## src/rtl/ecp_fifo_pkg.sv

```systemverilog
package ecp_fifo_pkg;
  localparam int BYTE_W = 8;
  localparam int RUN_W  = BYTE_W - 1;

  typedef struct packed {
    logic              tag;
    logic [BYTE_W-1:0] data;
  } fifo_entry_t;
endpackage

```

## src/rtl/ecp_fifo_store.sv

```systemverilog
module ecp_fifo_store
  import ecp_fifo_pkg::*;
#(
  parameter int DEPTH = 16,
  localparam int LVL_W = $clog2(DEPTH + 1),
  localparam int PTR_W = (DEPTH > 1) ? $clog2(DEPTH) : 1
) (
  input  logic             clk,
  input  logic             rst,
  input  logic             clr,
  input  logic             push,
  input  fifo_entry_t      push_entry,
  input  logic [1:0]       pop_cnt,
  output fifo_entry_t      head,
  output fifo_entry_t      next_e,
  output logic [LVL_W-1:0] level,
  output logic             full,
  output logic             empty
);
  fifo_entry_t      mem [DEPTH];
  logic [PTR_W-1:0] wr_ptr, rd_ptr;
  logic [LVL_W-1:0] lvl_nxt;
  logic             do_push;

  function automatic logic [PTR_W-1:0] adv(input logic [PTR_W-1:0] p, input int n);
    int s;
    s = int'(p) + n;
    if (s >= DEPTH) s = s - DEPTH;
    return s[PTR_W-1:0];
  endfunction

  assign do_push = push && !full;
  assign lvl_nxt = level + LVL_W'(do_push) - LVL_W'(pop_cnt);

  // storage array without reset so it maps onto memory resources
  always_ff @(posedge clk) begin
    if (do_push) mem[wr_ptr] <= push_entry;
  end

  always_ff @(posedge clk) begin
    if (rst || clr) begin
      wr_ptr <= '0;
      rd_ptr <= '0;
      level  <= '0;
      full   <= 1'b0;
      empty  <= 1'b1;
    end else begin
      if (do_push) wr_ptr <= adv(wr_ptr, 1);
      rd_ptr <= adv(rd_ptr, int'(pop_cnt));
      level  <= lvl_nxt;
      full   <= (lvl_nxt == LVL_W'(DEPTH));
      empty  <= (lvl_nxt == '0);
    end
  end

  assign head   = mem[rd_ptr];
  assign next_e = mem[adv(rd_ptr, 1)];
endmodule

```

## src/rtl/ecp_rle_reader.sv

```systemverilog
module ecp_rle_reader
  import ecp_fifo_pkg::*;
#(
  parameter int LVL_W = 5
) (
  input  logic              clk,
  input  logic              rst,
  input  logic              clr,
  input  logic              rd_en,
  input  fifo_entry_t       head,
  input  fifo_entry_t       next_e,
  input  logic [LVL_W-1:0]  level,
  output logic [1:0]        pop_cnt,
  output logic [BYTE_W-1:0] rd_data,
  output logic              run_active,
  output logic [RUN_W-1:0]  run_cnt
);
  logic [BYTE_W-1:0] data_nxt;
  logic              act_nxt;
  logic [RUN_W-1:0]  cnt_nxt;
  logic              have_one, have_two, is_count;

  assign have_one = (level != '0);
  assign have_two = (level >= LVL_W'(2));
  assign is_count = !head.tag && !head.data[BYTE_W-1];

  always_comb begin
    pop_cnt  = 2'd0;
    data_nxt = rd_data;
    act_nxt  = run_active;
    cnt_nxt  = run_cnt;
    if (rd_en && have_one) begin
      if (run_active) begin
        data_nxt = head.data;
        if (run_cnt == '0) begin
          pop_cnt = 2'd1;
          act_nxt = 1'b0;
        end else begin
          cnt_nxt = run_cnt - 1'b1;
        end
      end else if (is_count) begin
        if (have_two) begin
          data_nxt = next_e.data;
          if (head.data[RUN_W-1:0] == '0) begin
            pop_cnt = 2'd2;
          end else begin
            pop_cnt = 2'd1;
            act_nxt = 1'b1;
            cnt_nxt = head.data[RUN_W-1:0] - 1'b1;
          end
        end else begin
          pop_cnt = 2'd1;
          act_nxt = 1'b1;
          cnt_nxt = head.data[RUN_W-1:0];
        end
      end else begin
        data_nxt = head.data;
        pop_cnt  = 2'd1;
      end
    end
  end

  always_ff @(posedge clk) begin
    if (rst) begin
      rd_data    <= '0;
      run_active <= 1'b0;
      run_cnt    <= '0;
    end else begin
      rd_data <= data_nxt;
      if (clr) begin
        run_active <= 1'b0;
        run_cnt    <= '0;
      end else begin
        run_active <= act_nxt;
        run_cnt    <= cnt_nxt;
      end
    end
  end
endmodule

```

## src/rtl/ecp_rle_fifo.sv

```systemverilog
module ecp_rle_fifo
  import ecp_fifo_pkg::*;
#(
  parameter int DEPTH = 16
) (
  input  logic       clk,
  input  logic       rst,
  input  logic       clr,
  input  logic       host_wr_en,
  input  logic [7:0] host_wr_data,
  input  logic       host_rd_en,
  output logic [7:0] host_rd_data,
  input  logic       per_push,
  input  logic [7:0] per_push_data,
  input  logic       per_push_tag,
  output logic       full,
  output logic       empty
);
  localparam int LVL_W = $clog2(DEPTH + 1);

  fifo_entry_t      wr_entry, head, next_e;
  logic             push;
  logic [1:0]       pop_cnt;
  logic [LVL_W-1:0] level;
  logic             run_active;
  logic [RUN_W-1:0] run_cnt;

  // host side takes the slot when both sources write together
  assign push     = host_wr_en || per_push;
  assign wr_entry = host_wr_en ? '{tag: 1'b1, data: host_wr_data}
                               : '{tag: per_push_tag, data: per_push_data};

  ecp_fifo_store #(.DEPTH(DEPTH)) u_store (
    .clk(clk), .rst(rst), .clr(clr),
    .push(push), .push_entry(wr_entry), .pop_cnt(pop_cnt),
    .head(head), .next_e(next_e), .level(level),
    .full(full), .empty(empty)
  );

  ecp_rle_reader #(.LVL_W(LVL_W)) u_reader (
    .clk(clk), .rst(rst), .clr(clr), .rd_en(host_rd_en),
    .head(head), .next_e(next_e), .level(level),
    .pop_cnt(pop_cnt), .rd_data(host_rd_data),
    .run_active(run_active), .run_cnt(run_cnt)
  );
endmodule

```

## config.mk

```make
export PLATFORM = sky130hd
export DESIGN_NAME = ecp_rle_fifo
export DESIGN_NICKNAME = d
export VERILOG_FILES = /design/src/rtl/ecp_fifo_pkg.sv /design/src/rtl/ecp_fifo_store.sv /design/src/rtl/ecp_rle_reader.sv /design/src/rtl/ecp_rle_fifo.sv
export SDC_FILE = /design/constraint.sdc
export NUM_CORES = 1
export LEC_CHECK = 0
export CAP_MARGIN = 10
export CORE_MARGIN = 2
export CORE_UTILIZATION = 57
export DETAILED_ROUTE_END_ITERATION = 10
export GPL_TIMING_DRIVEN = 0
export PLACE_DENSITY = 0.75
export RECOVER_POWER = 25
export SLEW_MARGIN = 20
export SYNTH_ARGS = -nofsm -noshare
export SYNTH_HDL_FRONTEND = slang
export SYNTH_SLANG_ARGS = --single-unit
```

## constraint.sdc

```tcl
create_clock -name clk -period 5 [get_ports clk]
set_input_delay 1 -clock clk [delete_from_list [all_inputs] [get_ports clk]]
set_output_delay 1 -clock clk [all_outputs]
set_load 0.005 [all_outputs]
```

* Word-level counts from Yosys, hierarchy flattened
Memory sizes are Yosys's and may differ from the RTL's. A register that Yosys moved wholly into a read port is not among the register bits.
Index checks and enable logic that the tools add are counted.
** Cells by class
- $add $sub $neg :: 10
- $lt $le $gt $ge :: 4
- Equality and inequality tests :: 4
- Mux-type cells :: 26
- Reduce and logical (&&, ||, !) cells :: 16
** Operators by type and width (number)
- $mux 7 :: 5
- $mux 8 :: 3
- $mux 4 :: 4
- $ge 5x5->1 const B :: 3
- $logic_not 7->1 :: 2
- $sub 7x1->7 const B :: 2
- $sub 4x1->4 const B :: 3
- $add 4x1->5 const B :: 2
- $mux 2 :: 5
- $mux 9 :: 1
- $mux 1 :: 8
- $add 4x2->5 :: 1
- $add 5x1->5 :: 1
- $eq 5x5->1 const B :: 1
- $ge 5x2->1 const B :: 1
- $logic_not 5->1 :: 1
- $reduce_bool 5->1 :: 1
- $sub 5x2->5 :: 1
- $reduce_and 4->1 :: 1
- $logic_and 1x1->1 :: 3
- $logic_not 1->1 :: 3
- $ne 3x1->1 const B :: 1
- $ne 3x2->1 const B :: 1
- $logic_or 1x1->1 :: 2
- other kinds (4) :: 4
** Word-level totals
- Register bits :: 31
- RAM bits :: 144
- Word-level logic and storage cells :: 69
- Memories kept :: 1
** Memory list
- u_store.mem :: words 16, bits a word 9, rd ports 2, clocked after memory_dff 1, wr ports 1, RTL line ecp_fifo_store.sv:20 : fifo_entry_t mem [DEPTH];

* Logic depth before layout (Yosys ltp)
Gate-level depths: netlist of run 1.
- Depth after elaboration :: 10
- Depth in mapped cells :: 25
- Gate-level depth less buffers :: 20

* By module
Synthesis of run 1 repeated with hierarchy kept, for this count alone.
** Second synthesis, totals
- Cells, all modules :: 646
- Area total of the unflattened synthesis :: 8938.6 µm²
** Modules (own cells, without submodules)
- ecp_fifo_store :: times used 1, cells each 500, area each 7648.6 µm², seq. area each 4624.4 µm²
- ecp_rle_reader :: times used 1, cells each 135, area each 1146.1 µm², seq. area each 320.3 µm²
- ecp_rle_fifo :: times used 1, cells each 11, area each 143.9 µm², seq. area each 0.0 µm²

* Least setup slack after synthesis of run 1
Ideal clock, no wire load.
- Kind :: register to register
- Start point :: register, netlist name u_store.rd_ptr[1]
- End point :: register u_store.full
- Setup time :: 65 ps
- Arrival time :: 4198 ps
- Data required time :: 4935 ps
- Setup slack :: 736 ps
- Stages on the path, launching flop included :: 23
- Path buffers :: 3
- Path through :: dfxtp_1 -> buf_2 -> buf_2 -> buf_2 -> mux4_2 -> a22oi_1 -> nand2_1 -> inv_1 -> ha_1 -> inv_1 -> a211o_1 -> o31ai_2 -> inv_1 -> ha_1 -> inv_1 -> ha_1 -> fa_1 -> a21oi_1 -> nor2_1 -> nor2_1 -> xor2_1 -> and2_1 -> nor2b_1
** RTL lines
- end signal: assignment :: RTL line ecp_fifo_store.sv:51 : full <= (lvl_nxt == LVL_W'(DEPTH));
- end: declaration :: RTL line ecp_fifo_store.sv:17 : output logic full,

==> results.toml, run 1 <==
[drt]
ant_nets = 0
drtPass1Iterations = 6
drc = 0
vias = 5246
wirelength_um = 21000
via_per_inst = 6.57
route.detailed.wl_per_inst_um = 26.3
dr.first_iter.drc_count = 555

[clocking]
root_buffer = "clkbuf_16"
htreeDepth = 4
max-clock-path-buffers = 2
clkTransAtPathRegs_ns = 0.07
numCtsBuffers = 17
cts_tree = "yes"
hold_buffers = 0
clk_latency_ns = 0.44
cts_sinks = 175

[timing]
whs_ns = 0.495
min_period_ns = 4.75
finalCritPeriodShare_pct = 94.9
worst_pin_slew_ns = 1.15
finalHoldViolCount = 0
fin_tns_setup_ns = 0
slew_violations = 0
rsz0062_at_grt = "false"
max_clock_freq_mhz = 211
relSlewSlack_pct = 22.9
setup_slack_ns = 0.254
setup_viol = 0
skew_ns = 0.00865

[layout]
multi_input_area_sq_um = 3480
drive_above_1_share_pct = 26.7
final_area_sq_um = 9960
nets = 645
syn2layout_area_growth_pct = 16.1
nFillCells = 954
diodes = 0
final_util_pct = 68.0
final-seq-area_sq_um = 4940

[yosys]
yosys-top-cells-count = "edfxtp_1 (144), mux4_2 (70), nor2_1 (42)"
ys_seq_area_share_pct = 57.6
synth.most_common_cell = "edfxtp_1"
synth_cells = 539
yosysTopAreaCell = "edfxtp_1"
synth_edf_count = 144
netlist_area_sq_um = 8580
syn-num-nets = 582
synth_top_area_share_pct = 50.4
synth-seq-cells = 175
ys.flop_type = "edfxtp_1"
netlist-cell-type-count = 58
syn_area_per_cell_sq_um = 15.9
synth_area_leaders = "edfxtp_1 (50%), mux4_2 (18%), dfxtp_1 (7.2%)"
async_flop_share_pct = 0
synth_warnings = 0

[global_route]
grt_overflow_total = 0
grt_max_degree = 20
antenna_found_initial = 0
grt_pass1_vias = 5353
grt_pass1_wl_um = 31900
grt_use_total_pct = 27.8

[floorplan]
dieWidth_um = 127
num_rows = 44
dieArea_sq_um = 16000
initial_core_util_pct = 58.6
die_h_um = 127
io_pins = 33
core_sq_um = 14600

[run]
maxCapViolCount = 0

[place]
portBuffers = 30
place_congestion = 0.897
dpl_cell_area_sq_um = 9220
hpwlAfterDp_um = 14200
place_ws_ns = -0.288

[power_and_ir_drop]
p_leak_uw = 0.00334
ir_drop_mv = 0.291
power_density_nw_per_um2 = 428

[critical_path]
arrival_ns = 5.12
worstPathCellList = "buf_6 > buf_12 > buf_12 > mux4_2 > mux4_2 > inv_2 > ha_1 > inv_1 > a211o_1 > o31ai_4 > inv_1 > ha_1 > inv_1 > ha_1 > fa_1 > a21oi_2 > nor2_1 > nor2_1 > xor2_1 > and2_1 > nor2b_1"
crit_fanout = 10
critical_path_buf_inv_count = 7
crit_start = "u_store.rd_ptr[0]"
critPathCapture = "u_store.full"
crit_family = "multiplexers"
reg2reg_slack_ns = 0.25
timing.rr.start = "u_store.rd_ptr[0]"
reg2reg_to = "u_store.full"
crit_required_ns = 5.37
endpoint_kind = "flip-flop"
crit_path_start_kind = "flip-flop"
cp_slowest_stage_delay_ns = 0.58
critPathKind = "reg -> reg"
rr_worst_depth = 21
cp_slowest_cell = "mux4_2"
worst-path-stages = 21

[outcome]
status = "complete, no violations"

[worst_hold_path]
hold_class = "reg -> reg"
## per-stage QoR
stage / power (uW) / instances
floorplan: 2520 / 539
detailed placement: 2840 / 759
CTS: 4220 / 788
finish: 4260 / 798
global placement: 2800 / 753
global route: 4450 / 798
## layer usage
metal | GRT usage, % | up-vias | wire length (um)
li1 | - | 2281 | -
met1 | 35.8 | 2638 | 8110
met2 | 45.9 | 276 | 10400
met3 | 7.09 | 51 | 1730
met4 | 11.5 | 0 | 714
met5 | 0 | - | 0
## worst reg2reg max path, stage by stage (launching register included)
cell and delay, ns:
dfxtp_1 0.35, buf_6 0.15, buf_12 0.15, buf_12 0.17
mux4_2 0.53, mux4_2 0.58, inv_2 0.11, ha_1 0.14
inv_1 0.04, a211o_1 0.29, o31ai_4 0.22, inv_1 0.11
ha_1 0.29, inv_1 0.04, ha_1 0.19, fa_1 0.43
a21oi_2 0.15, nor2_1 0.06, nor2_1 0.17, xor2_1 0.21
and2_1 0.16, nor2b_1 0.15
## layout by cell type (no fill, tap or decap), types with 5 or more instances in the layout
cell and instances:
inv_1 17, clkbuf_16 17, xnor2_1 5, nor2_1 32, nand2b_1 6, buf_1 5
and2_1 8, edfxtp_1 144, buf_4 16, dfxtp_1 31, mux2i_1 29, nand2_1 17
a211oi_1 10, mux4_2 70, clkbuf_1 11, a21oi_1 8, nor2_2 11, o21ai_0 8
clkdlybuf4s50_1 30, mux2_1 5, mux2_2 8, xor2_1 8, ha_1 18
## cells by family (layout without fill, tap and decap cells)
kind of cell | count (synthesis) | after routing | synth area share (%)
fa+ha+maj | 20 | 20 | 3.09
mux | 112 | 112 | 23.5
flops | 175 | 175 | 57.6
buf+inv | 49 | 124 | 2.74
compound gates | 62 | 62 | 5.51
simple gates | 106 | 106 | 6.01
xor+xnor | 15 | 15 | 1.53
## worst min-delay path by stage
stage	cells after the start	startpoint	slack, ns	end
after floorplan	1	u_reader.run_cnt[6]	0.47	u_reader.run_cnt[6]
after global placement	2	u_reader.rd_data[5]	0.49	u_reader.rd_data[5]
after detailed placement	2	u_reader.rd_data[6]	0.49	u_reader.rd_data[6]
after CTS	2	u_reader.rd_data[6]	0.50	u_reader.rd_data[6]
after global routing	2	u_reader.rd_data[3]	0.52	u_reader.rd_data[3]
final	2	u_reader.rd_data[6]	0.50	u_reader.rd_data[6]
## final cells by class
type                    count  share of cell area [%]
clock buffers              18                    4.31
well taps                 184                    2.31
multi-input cells         315                    34.9
clock inverters            13                    1.87
flip-flops and latches    175                    49.6
plain buffers              27                    1.85
repair buffers             47                    4.37
inverters                  19                   0.716
## sequential cells by signal, indices dropped and copies added (netlist names)
signal / count
u_store.wr_ptr: 4
u_store.rd_ptr: 4
u_reader.rd_data: 8
u_store.empty: 1
u_store.level: 5
u_reader.run_active: 1
u_store.full: 1
u_store.mem: 144
u_reader.run_cnt: 7
## power breakdown
part | switching [uW] | internal, uW
registers | 39.6 | 1660
clock network | 558 | 838
logic | 601 | 562
total | 1200 | 3060
## timing repair
action                                  in CTS  in global routing
setup buffers                                0                 11
pin swaps                                    0                  3
endpoints found under the setup margin       3                  3
resized for setup                            4                 13
No activity file was read; power rests on OpenSTA's default activity.
==> run 2: changes to the inputs <==
--- a/config.mk
+++ b/config.mk
@@ -12,7 +12,7 @@
 export GPL_TIMING_DRIVEN = 0
 export PLACE_DENSITY = 0.75
 export RECOVER_POWER = 25
-export SLEW_MARGIN = 20
+export SLEW_MARGIN = 10
 export SYNTH_ARGS = -nofsm -noshare
 export SYNTH_HDL_FRONTEND = slang
 export SYNTH_SLANG_ARGS = --single-unit
==> results.toml, run 2 (same netlist as run 1, synthesis figures left out) <==
[drt]
route.detailed.wl_per_inst_um = 26.2
via_per_inst = 6.64
wirelength_um = 21200
drtPass1Iterations = 5
dr.first_iter.drc_count = 618
vias = 5364
drc = 0
ant_nets = 0

[layout]
top_register = "u_store.mem"
nets = 654
largest_register_ffs = 144
diodes = 0
final-seq-area_sq_um = 4940
multi_input_area_sq_um = 3460
drive_above_1_share_pct = 26.1
stdcell_count = 808
reg_top3 = "u_store.mem (144), u_reader.rd_data (8), u_reader.run_cnt (7)"
syn2layout_area_growth_pct = 17.0
final_area_sq_um = 10000
nFillCells = 938
layout_common_cells = "edfxtp_1 (144), mux4_2 (70), nor2_1 (38), dfxtp_1 (31), clkdlybuf4s50_1 (30)"
final_common_cell = "edfxtp_1"
final_util_pct = 68.5

[place]
place_ws_ns = -0.351
dpl_cell_area_sq_um = 9220
post-place-cells = 760
hpwlAfterDp_um = 14300
portBuffers = 30
place_congestion = 0.897

[clocking]
max-clock-path-buffers = 2
numCtsBuffers = 17
cts_tree = "yes"
htreeDepth = 4
root_buffer = "clkbuf_16"
clkTransAtPathRegs_ns = 0.06
hold_buffers = 0
cts_sinks = 175
clk_latency_ns = 0.43

[critical_path]
crit_family = "adder cells"
endpoint_kind = "flip-flop"
worstPathCellList = "clkbuf_1 > clkbuf_4 > mux4_2 > mux4_2 > inv_1 > ha_1 > inv_1 > a211o_1 > o31ai_4 > inv_1 > ha_1 > inv_1 > ha_1 > fa_2 > a21oi_1 > nor2_1 > nor2_2 > xor2_1 > and2_1 > nor2b_1"
cp_slowest_stage_delay_ns = 0.57
reg2reg_slack_ns = 0.25
cpMostUsedCell = "inv_1"
crit_path_start_kind = "flip-flop"
rr_worst_depth = 20
worst-path-stages = 20
critPathKind = "reg -> reg"
reg2reg_to = "u_store.full"
arrival_ns = 5.11
crit_fanout = 10
crit_start = "u_store.rd_ptr[3]"
cp_slowest_cell = "mux4_2"
crit_required_ns = 5.36
critical_path_buf_inv_count = 6
critPathCapture = "u_store.full"
timing.rr.start = "u_store.rd_ptr[3]"

[floorplan]
dieWidth_um = 127
die_h_um = 127
num_rows = 44
dieArea_sq_um = 16000
io_pins = 33
core_sq_um = 14600
initial_core_util_pct = 58.6

[global_route]
grt_use_total_pct = 27.9
grt_max_degree = 17
grt_pass1_wl_um = 32000
antenna_found_initial = 0
grt_overflow_total = 0
grt_pass1_vias = 5317

[timing]
slew_violations = 0
finalHoldViolCount = 0
finalCritPeriodShare_pct = 95.0
fin_tns_setup_ns = 0
skew_ns = 0.00977
setup_slack_ns = 0.252
setup_viol = 0
worst_pin_slew_ns = 1.24
max_clock_freq_mhz = 211
relSlewSlack_pct = 16.8
min_period_ns = 4.75

[power_and_ir_drop]
p_leak_uw = 0.00338
ir_drop_mv = 0.296
power_density_nw_per_um2 = 427

[worst_hold_path]
hold_path_depth = 2
hold_class = "reg -> reg"

[outcome]
status = "complete, no violations"

[run]
maxCapViolCount = 0
==> run 2: changes by cell type in the layout (fill, tap and decap cells not counted), moves of 2 or more <==
cell	before	now
clkbuf_4	3	1
buf_4	16	19
nor2_2	11	5
nor2_1	32	38
clkbuf_1	11	14
clkinvlp_4	0	2
buf_6	4	11
==> run 2: final cells by class <==
cell class	instances	area share, %
plain buffers	29	2.06
clock buffers	20	4.35
clock inverters	12	1.81
inverters	19	0.711
multi-input cells	315	34.5
flip-flops and latches	175	49.3
well taps	184	2.29
repair buffers	54	5.01
==> run 2: where the power goes <==
group | internal, uW | total, uW | switching [uW] | leakage [uW]
Clock | 841 | 1390 | 552 | 0.000295
Combinational | 575 | 1180 | 608 | 0.00153
Sequential | 1660 | 1700 | 38.7 | 0.00155
Total | 3080 | 4280 | 1200 | 0.00338
==> run 2: what timing repair did <==
item / in CTS / in global routing
gates resized for setup: 8 / 12
pin swaps: 1 / 5
setup buffers: 4 / 13
setup endpoints to repair: 3 / 3
==> run 2: routing by layer <==
layer	wire length, um	global-route usage, %
met2	10400	46.0
met1	8030	36.6
met5	0	0
met3	1970	6.75
met4	733	10.3
==> run 2: how the worst min path moves through the flow <==
stage                             start                  end  slack [ns]
finish              u_reader.rd_data[6]  u_reader.rd_data[6]        0.49
detailed placement  u_reader.rd_data[6]  u_reader.rd_data[6]        0.49
global route        u_reader.rd_data[2]  u_reader.rd_data[2]        0.52
global placement    u_reader.rd_data[5]  u_reader.rd_data[5]        0.49
floorplan           u_reader.run_cnt[6]  u_reader.run_cnt[6]        0.47
CTS                 u_reader.rd_data[6]  u_reader.rd_data[6]        0.50
==> run 2: worst register-to-register path, stage by stage, from the launching register on <==
cell	delay [ns]
dfxtp_1	0.30
clkbuf_1	0.32
clkbuf_4	0.35
mux4_2	0.35
mux4_2	0.57
inv_1	0.14
ha_1	0.16
inv_1	0.04
a211o_1	0.30
o31ai_4	0.27
inv_1	0.11
ha_1	0.30
inv_1	0.05
ha_1	0.20
fa_2	0.37
a21oi_1	0.16
nor2_1	0.07
nor2_2	0.11
xor2_1	0.20
and2_1	0.16
nor2b_1	0.13
==> run 2: through the flow <==
stage          hold WS (ns)  total power, uW
4_1_cts               0.499             4230
5_1_grt               0.520             4460
3_3_place_gp          0.492             2800
2_1_floorplan         0.469             2520
3_5_place_dp          0.490             2850
6_report              0.495             4280
==> run 3: changes to the inputs <==
--- a/config.mk
+++ b/config.mk
@@ -7,12 +7,12 @@
 export LEC_CHECK = 0
 export CAP_MARGIN = 10
 export CORE_MARGIN = 2
-export CORE_UTILIZATION = 57
+export CORE_UTILIZATION = 55
 export DETAILED_ROUTE_END_ITERATION = 10
+export GPL_ROUTABILITY_DRIVEN = 1
 export GPL_TIMING_DRIVEN = 0
-export PLACE_DENSITY = 0.75
+export PLACE_DENSITY = 0.76
 export RECOVER_POWER = 25
-export SLEW_MARGIN = 10
 export SYNTH_ARGS = -nofsm -noshare
 export SYNTH_HDL_FRONTEND = slang
 export SYNTH_SLANG_ARGS = --single-unit
==> constraint.sdc (replaced) <==
create_clock -name clk -period 3.8 [get_ports clk]
set_input_delay 0.76 -clock clk [delete_from_list [all_inputs] [get_ports clk]]
set_output_delay 0.76 -clock clk [all_outputs]
set_load 0.005 [all_outputs]
==> results.toml, run 3 (same netlist as run 1, synthesis figures left out) <==
[outcome]
status = "finished with violations"
failed_checks = "setup timing"

[floorplan]
core_sq_um = 15200
dieArea_sq_um = 16600
num_rows = 45
io_pins = 33
die_h_um = 129
initial_core_util_pct = 56.4
dieWidth_um = 129

[worst_hold_path]
holdPathEnd = "u_reader.rd_data[4]"
hold_class = "reg -> reg"
hold_path_depth = 2
min_from = "u_reader.rd_data[4]"

[clocking]
cts_tree = "yes"
htreeDepth = 4
max-clock-path-buffers = 2
clkTransAtPathRegs_ns = 0.07
root_buffer = "clkbuf_16"
cts_sinks = 175
numCtsBuffers = 17
clk_latency_ns = 0.44
hold_buffers = 0

[global_route]
grt_pass1_vias = 5853
grt_overflow_total = 0
antenna_found_initial = 0
grt_max_degree = 17
grt_pass1_wl_um = 34900
grt_use_total_pct = 30.0

[timing]
finalHoldViolCount = 0
rsz0062_at_grt = "true"
worst_pin_slew_ns = 1.34
relSlewSlack_pct = 10.0
min_period_ns = 4.36
slew_violations = 0
max_clock_freq_mhz = 229
finalCritPeriodShare_pct = 115
setup_slack_ns = -0.564
setup_viol = 9
skew_ns = 0.00767

[power_and_ir_drop]
ir_drop_mv = 0.398
power_density_nw_per_um2 = 579
p_leak_uw = 0.00351
finalPower_uw = 6010

[critical_path]
timing.rr.start = "u_store.rd_ptr[0]"
cp_slowest_cell = "mux4_2"
worstPathCellList = "buf_12 > buf_12 > mux4_2 > mux4_2 > inv_4 > ha_4 > inv_2 > a211o_4 > o31ai_4 > inv_2 > ha_4 > inv_2 > ha_4 > fa_2 > a21oi_2 > nor2_1 > nor2_1 > xor2_1 > and2_1 > nor2b_4"
arrival_ns = 4.74
endpoint_kind = "flip-flop"
critPathKind = "reg -> reg"
rr_worst_depth = 20
crit_required_ns = 4.18
crit_path_start_kind = "flip-flop"
reg2reg_to = "u_store.full"
reg2reg_slack_ns = -0.56
cp_slowest_stage_delay_ns = 0.56
crit_fanout = 6

[drt]
drc = 0
route.detailed.wl_per_inst_um = 28.0
ant_nets = 0
wirelength_um = 23200
drtPass1Iterations = 7
vias = 5612
via_per_inst = 6.75
dr.first_iter.drc_count = 638

[layout]
final_util_pct = 68.3
final_common_cell = "edfxtp_1"
multi_input_area_sq_um = 3610
syn2layout_area_growth_pct = 21.1
reg_top3 = "u_store.mem (144), u_reader.rd_data (8), u_reader.run_cnt (7)"
largest_register_ffs = 144
nets = 673
top_register = "u_store.mem"
diodes = 0
stdcell_count = 831
nFillCells = 948
drive_above_1_share_pct = 33.0
final-seq-area_sq_um = 4950
layout_common_cells = "edfxtp_1 (144), mux4_2 (70), nor2_1 (42), buf_4 (37), clkdlybuf4s50_1 (30)"

[run]
maxCapViolCount = 0

[place]
hpwlAfterDp_um = 15100
place_congestion = 0.877
post-place-cells = 765
place_ws_ns = -1.05
portBuffers = 30
[run 3: cell count changes in the layout (fill, tap and decap cells not counted), moves of 4 or more]
cell      change
nor2_1        +4
buf_4        +18
nor2_2        -4
ha_1          -5
inv_2         +4
inv_1         -5
ha_4          +5
clkbuf_1      -4
[run 3: metrics by stage]
stage / hold slack [ns] / TNS, ns / instance area, sq um
after floorplan: 0.469 / -0.796 / 8620
after CTS: 0.499 / -2.31 / 10200
after detailed placement: 0.490 / -6.96 / 9270
after global routing: 0.528 / -3.46 / 10400
after global placement: 0.492 / -22.23 / 9150
final: 0.501 / -2.55 / 10400
[run 3: cell type report]
| cell class | instances | share of cell area (%) |
|---|---|---|
| tap | 188 | 2.26 |
| inverter | 19 | 0.710 |
| buffer | 26 | 2.02 |
| timing repair buffer | 76 | 6.65 |
| multi-input combinational | 315 | 34.8 |
| clock inverter | 14 | 1.81 |
| sequential | 175 | 47.7 |
| clock buffer | 18 | 4.13 |
[run 3: layer usage]
layer / share of wire (%) / track usage, %
met3: 8.7 / 6.90
met1: 35 / 35.9
met5: 0 / 0
met2: 51 / 50.9
met4: 4.9 / 15.7
[run 3: timing repair]
action                     4_1_cts  5_1_grt
gates resized for setup         27       27
pin swaps                       13       17
setup buffers                   33        4
setup endpoints to repair       10       17
[run 3: report_power, final]
group,switching [uW],internal (uW)
logic,941,984
registers,62.8,2190
clock network,736,1100
[run 3: how the worst max path moves through the flow]
stage | from | endpoint | slack, ns | cells after the start
after floorplan | u_store.rd_ptr[0] | u_store.full | -0.33 | 21
after global placement | u_store.rd_ptr[3] | u_store.full | -1.02 | 20
after detailed placement | u_store.rd_ptr[0] | u_store.full | -1.05 | 25
after CTS | u_store.rd_ptr[0] | u_store.full | -0.58 | 21
after global routing | u_store.rd_ptr[0] | u_store.full | -0.68 | 20
final | u_store.rd_ptr[0] | u_store.full | -0.56 | 20
[run 3: worst max-delay path: cells and delay by family, from the launching register on]
family,cells,cell delay (ns)
mux,2,1.07
fa+ha+maj,4,0.94
compound gates,3,0.66
buf+inv,6,0.55
simple gates,4,0.50
flops,1,0.39
xor+xnor,1,0.19
